$ cat src/rtl/gpio_irq_ctrl.sv
module gpio_irq_ctrl #(
  parameter int NPINS = 32
) (
  input  logic        clk,
  input  logic        rst_n,
  input  logic [5:0]  reg_addr,
  input  logic        reg_wr,
  input  logic [31:0] reg_wdata,
  input  logic        reg_rd,
  output logic [31:0] reg_rdata,
  input  logic [31:0] pad_in,
  output logic [31:0] pad_out,
  output logic [31:0] pad_oe,
  output logic [31:0] alt_sel,
  output logic        irq
);
  localparam logic [31:0] PMASK = 32'hFFFF_FFFF >> (32 - NPINS);

  logic [31:0] byp_q, dir_q, oe_q, out_q, msk_q, st_q, typ_q, pol_q, both_q;
  logic [31:0] s1_q, s2_q, s3_q;
  logic [31:0] wd, lvl_hit, edg_hit, hit;
  logic [3:0]  widx;
  logic        rd_clr, irq_q;

  assign widx    = reg_addr[5:2];
  assign wd      = reg_wdata & PMASK;
  assign rd_clr  = reg_rd && (widx == 4'h8);
  assign lvl_hit = ~(s2_q ^ pol_q);
  assign edg_hit = both_q & (s2_q ^ s3_q)
                 | ~both_q & ((s2_q & ~s3_q & pol_q) | (~s2_q & s3_q & ~pol_q));
  assign hit     = ((typ_q & lvl_hit) | (~typ_q & edg_hit)) & PMASK;

  always_ff @(posedge clk or negedge rst_n) begin
    if (!rst_n) begin
      byp_q  <= '0;
      dir_q  <= PMASK;
      oe_q   <= '0;
      out_q  <= '0;
      msk_q  <= PMASK;
      st_q   <= '0;
      typ_q  <= '0;
      pol_q  <= '0;
      both_q <= '0;
      s1_q   <= '0;
      s2_q   <= '0;
      s3_q   <= '0;
      irq_q  <= 1'b0;
    end else begin
      s1_q  <= pad_in & PMASK;
      s2_q  <= s1_q;
      s3_q  <= s2_q;
      st_q  <= (rd_clr ? 32'h0 : st_q) | hit;
      irq_q <= |(st_q & ~msk_q);
      if (reg_wr) begin
        case (widx)
          4'h0: byp_q  <= wd;
          4'h1: dir_q  <= wd;
          4'h2: oe_q   <= wd;
          4'h3: out_q  <= wd;
          4'h6: msk_q  <= msk_q & ~wd;
          4'h7: msk_q  <= msk_q | wd;
          4'h9: typ_q  <= wd;
          4'hA: pol_q  <= wd;
          4'hB: both_q <= wd;
          default: ;
        endcase
      end
    end
  end

  always_comb begin
    case (widx)
      4'h0:    reg_rdata = byp_q;
      4'h1:    reg_rdata = dir_q;
      4'h2:    reg_rdata = oe_q;
      4'h3:    reg_rdata = out_q;
      4'h4:    reg_rdata = s2_q;
      4'h5:    reg_rdata = msk_q;
      4'h8:    reg_rdata = st_q;
      4'h9:    reg_rdata = typ_q;
      4'hA:    reg_rdata = pol_q;
      4'hB:    reg_rdata = both_q;
      default: reg_rdata = '0;
    endcase
  end

  assign pad_out = out_q;
  assign pad_oe  = oe_q & ~dir_q & ~byp_q;
  assign alt_sel = byp_q;
  assign irq     = irq_q;
endmodule

$ cat config.mk
export PLATFORM = sky130hd
export DESIGN_NAME = gpio_irq_ctrl
export DESIGN_NICKNAME = d
export VERILOG_FILES = /design/src/rtl/gpio_irq_ctrl.sv
export SDC_FILE = /design/constraint.sdc
export NUM_CORES = 1
export LEC_CHECK = 0
export ABC_AREA = 1
export BUFFER_PORTS_ARGS = -buffer_cell sky130_fd_sc_hd__clkbuf_2
export CORE_MARGIN = 5
export CORE_UTILIZATION = 38
export DETAILED_ROUTE_END_ITERATION = 12
export HOLD_SLACK_MARGIN = 0.02
export SLEW_MARGIN = 20
export SYNTH_ARGS = -nofsm -noshare
export SYNTH_HDL_FRONTEND = slang
export SYNTH_SLANG_ARGS = --single-unit
export TNS_END_PERCENT = 20
$ cat constraint.sdc
create_clock -name clk -period 2 [get_ports clk]
set_input_delay 0.2 -clock clk [delete_from_list [all_inputs] [get_ports clk]]
set_output_delay 0.2 -clock clk [all_outputs]
set_load 0.05 [all_outputs]
After elaboration in Yosys (flattened, before gate mapping)
Index checks and enable logic that the tools add are counted.
W data, S select, Z words.
{"block": "word_totals", "output_inout_bits": 129, "register_bits": 385, "word_cells": 68, "input_bits": 74}
{"block": "classes", "n_eq_ne": 11, "n_reduce_logical": 12, "n_bitwise": 29, "muxes": 3}
{"operator": "$and A32 B32 Y32", "count": 12}
{"operator": "$not A32 Y32", "count": 10}
{"operator": "$pmux W32 S10", "count": 1}
{"operator": "$or A32 B32 Y32", "count": 5}
{"operator": "$pmux W32 S2", "count": 1}
{"operator": "$xor A32 B32 Y32", "count": 2}
{"operator": "$mux W32", "count": 1}
{"operator": "$reduce_or A32 Y1", "count": 1}
{"operator": "$eq A4 B3 Y1 const B", "count": 4}
{"operator": "$eq A4 B4 Y1 const B", "count": 4}
{"operator": "$reduce_and A2 Y1", "count": 8}
{"operator": "$eq A4 B2 Y1 const B", "count": 2}
{"operator": "$eq A4 B1 Y1 const B", "count": 1}
{"operator": "$logic_not A4 Y1", "count": 1}
{"operator": "$reduce_bool A2 Y1", "count": 1}
{"operator": "$logic_and A1 B1 Y1", "count": 1}

Depth between registers and ports, before layout
{"block": "logic_depth", "word_depth": 9, "mapped_depth": 8, "ltp_nobuf": 7}

Least setup slack after synthesis
Ideal clock, no wire load.
{"block": "synth_path", "path_kind": "reg2out", "startpoint": "register byp_q[11] (netlist: alt_sel[11])", "endpoint": "output port pad_oe[11]", "required_time_ps": 1800, "arrival_time_ps": 1795, "path_buffers": 0, "setup_slack_ps": 5, "path_stages_with_launch": 2, "cell_sequence": "dfrtp_1 > nor3b_1"}
{"block": "synth_between", "elab_chain_cells": 2}
{"item": "from (decl)", "line_no": "19", "source": "logic [31:0] byp_q, dir_q, oe_q, out_q, msk_q, st_q, typ_q, pol_q, both_q;"}
{"item": "from (signal assigned)", "line_no": "56", "source": "4'h0: byp_q <= wd;"}
{"item": "$not A32 Y32", "line_no": "88", "source": "assign pad_oe = oe_q & ~dir_q & ~byp_q;"}
{"item": "$and A32 B32 Y32", "line_no": "88"}
{"item": "to (decl)", "line_no": "13", "source": "output logic [31:0] pad_oe,"}
No other way between the ends.

Worst setup path after layout
{"block": "layout_path", "startpoint": "register byp_q[21] (netlist: alt_sel[21])", "endpoint": "output port pad_oe[21]"}
The elaborated chain is that of the path after synthesis.

==> impl_metrics.json <==
{
  "status": "finished clean",
  "max-vdd-ir-drop_mv": 0.5930,
  "cts_max_path_buffers": 3,
  "finalHoldViolations": 0,
  "start_kind": "flop",
  "grt_pass1_vias": 15830,
  "overflow": 0,
  "yosysUniqueCellTypes": 24,
  "r2r-end": "irq",
  "cts_sinks": 385,
  "fp.dieH_um": 231.0,
  "cts_setup_buffers": 0,
  "num_rows": 81,
  "nFillCells": 4630,
  "grt_max_degree": 67,
  "end_kind": "output pin",
  "reg2reg_setup_slack_ps": 580,
  "cap_violations": 0,
  "clkLatencyLatePin_ps": 580,
  "core_region_area_um2": 48650,
  "grt.total_usage_pct": 21.37,
  "drtPass1Iterations": 7,
  "hold_path.class": "in2async",
  "power_density_nw_per_um2": 1016,
  "syn2layout_area_growth_pct": 24.48,
  "rsz0062_at_grt": "false",
  "netlist_instances": 2261,
  "syn_area_um2": 18560,
  "r2r_cells": 7,
  "fmax_mhz": 523.0,
  "fin_crit_ps": 1912,
  "cp_data_arrival_time_ps": 1710,
  "cts_root_buf": "clkbuf_16",
  "ant_nets": 0,
  "start_util_pct": 38.16,
  "worstPathMaxFanout": 4,
  "max_slew_margin_pct": 62.98,
  "fp.dieW_um": 231.0,
  "vias": 16270,
  "synthesis.nets": 2399,
  "place_hpwl_mm": 37.83,
  "path_class": "reg2out",
  "drv_slew": 0,
  "cts_tree": "done",
  "ys_ff_latch": 385,
  "drtIter0Drc": 1236,
  "route.detailed.wl_per_inst_um": 18.14,
  "clock_skew_ps": 21.28,
  "drt-total-wl_mm": 57.69,
  "clk_pin_slew_ps": 60,
  "synth_warnings": 0,
  "grt_pass1_wl_mm": 90.62,
  "drc": 0,
  "setup_viol": 0,
  "yosysSeqAreaShare_pct": 52.34,
  "htree_levels": 2,
  "gp_congestion": 0.8597,
  "total_power_w": 0.02347,
  "antenna_found_initial": 0,
  "syn_avg_cell_area_um2": 8.209,
  "drive_above_1_share_pct": 16.42,
  "crit_required_ps": 1800,
  "hold_ws_ps": 139.8,
  "nNetsFinal": 2661,
  "p_leak_nw": 11.44,
  "finalNonFillerCells": 3181,
  "via_per_inst": 5.115,
  "numPortBuffers": 200,
  "numCtsBuffers": 44,
  "dp.cells": 3034,
  "die_area_um2": 53370,
  "min_period_over_period_pct": 95.61,
  "tightestPinTransition_ps": 555.3,
  "num_io_pins": 203,
  "tns_ps": 0
}
-- cells in the final DEF (no fill, tap or decap) --
cell / synthesis / layout
a21oi_1: 32 / 32
buf_12: 0 / 44
buf_4: 4 / 36
buf_8: 0 / 1
bufinv_16: 0 / 3
clkbuf_1: 45 / 17
clkbuf_16: 0 / 46
clkbuf_2: 3 / 176
clkbuf_8: 0 / 6
clkinv_2: 0 / 7
clkinv_4: 0 / 1
clkinv_8: 0 / 1
dfrtp_1: 321 / 321
dfstp_2: 64 / 64
diode_2: 0 / 1
dlygate4sd3_1: 0 / 65
ha_1: 64 / 64
inv_1: 193 / 192
inv_2: 4 / 5
nand2_1: 686 / 685
nand2_2: 5 / 6
nand2_4: 2 / 2
nand3_1: 291 / 288
nand3_2: 2 / 3
nand3_4: 0 / 2
nor2_1: 92 / 88
nor2_2: 3 / 1
nor2_4: 6 / 12
nor3b_1: 32 / 28
nor3b_2: 0 / 4
o211ai_1: 14 / 14
o21ai_0: 231 / 231
o21ai_1: 95 / 95
xnor2_1: 18 / 18
-- registers in the layout, indices dropped and copies added, names as in the netlist, named ones only --
register / flops
alt_sel: 32
both_q: 32
dir_q: 32
oe_q: 32
pad_out: 32
pol_q: 32
s1_q: 32
s2_q: 32
s3_q: 32
st_q: 32
typ_q: 32
irq: 1
-- per-stage QoR --
step	utilization [%]	setup WS (ps)	cell area [µm²]
5_1_grt	47.49	4.587	23100
3_5_place_dp	43.11	195.2	20970
3_3_place_gp	43.11	206.6	20970
6_report	47.49	87.78	23100
4_1_cts	47.47	56.13	23090
2_1_floorplan	-	4.813	18560
-- cell usage after synthesis --
library cell	n	area share, %
buf_2	47	1.3
clkbuf_2	3	0.081
nand2_2	5	0.17
inv_2	4	0.081
xnor2_1	18	0.85
nor2_4	6	0.36
o21ai_0	231	6.2
buf_4	4	0.16
nand2_1	686	14
dfstp_2	64	9.1
inv_1	193	3.9
nor3b_1	32	1.3
ha_1	64	4.3
clkbuf_1	45	0.91
nor2_2	3	0.10
nor2_1	92	1.9
o21ai_1	95	2.6
dfrtp_1	321	43
o211ai_1	14	0.57
a21oi_1	32	0.86
nand2_4	2	0.12
nand3_1	291	7.8
nand3_2	2	0.11
buf_1	7	0.14
-- area by class of cell --
| class | instances | area (µm²) | share of cell area [%] |
|---|---|---|---|
| clock buffer | 69 | 1297 | 5.616 |
| timing repair buffer | 322 | 2698 | 11.68 |
| inverter | 197 | 739.5 | 3.200 |
| clock inverter | 12 | 150.1 | 0.6498 |
| sequential | 385 | 9714 | 42.04 |
| multi-input combinational | 1573 | 7725 | 33.43 |
| tap | 622 | 778.2 | 3.368 |
| antenna | 1 | 2.502 | 0.01083 |
-- logic make-up (layout without fill, tap and decap cells) --
family,after synthesis,after routing,synth area share (%)
compound gates,372,372,10.22
xor+xnor,18,18,0.8493
fa+ha+maj,64,64,4.314
buf+inv,303,600,6.545
flops,385,385,52.34
other cells,0,1,0
simple gates,1119,1119,25.74
-- layer usage --
layer  share of wire (%)  up-vias  track usage [%]  routed length, µm
met4                 2.8        0            6.352               1606
met5                   0        -                0                  0
met1                  44     7823            29.19              25450
li1                    -     7844                -                  -
met2                  47      493            35.40              27370
met3                 5.7      111            3.406               3264
-- worst max-delay path, stage by stage, from the launching register on --
cell      delay [ps]
dfrtp_1          430
nor3b_1          350
clkbuf_2         360
-- what timing repair did --
action                                  4_1_cts  5_1_grt
pin swaps                                     0        0
endpoints found under the setup margin        4        2
hold buffers                                 65        0
gates resized for setup                       4        2
hold endpoints to repair                    448        0
-- worst max-delay path by stage --
| stage | start | end | slack [ps] | cells after the start |
|---|---|---|---|---|
| global route | pol_q[0] | reg_rdata[0] | 5 | 5 |
| floorplan | alt_sel[11] | pad_oe[11] | 5 | 1 |
| global placement | reg_addr[5] | reg_rdata[12] | 210 | 9 |
| detailed placement | reg_addr[5] | reg_rdata[12] | 200 | 9 |
| CTS | pol_q[0] | reg_rdata[0] | 60 | 5 |
| finish | alt_sel[21] | pad_oe[21] | 90 | 2 |
-- where the power goes --
part	total (W)	leakage (nW)	internal (W)	switching (W)
Sequential	0.0102	4.52	0.00904	0.00114
Clock	0.00813	0.711	0.00485	0.00328
Combinational	0.00516	6.21	0.00163	0.00353
Total	0.0235	11.4	0.0155	0.00795
No activity file was read; power rests on OpenSTA's default activity.
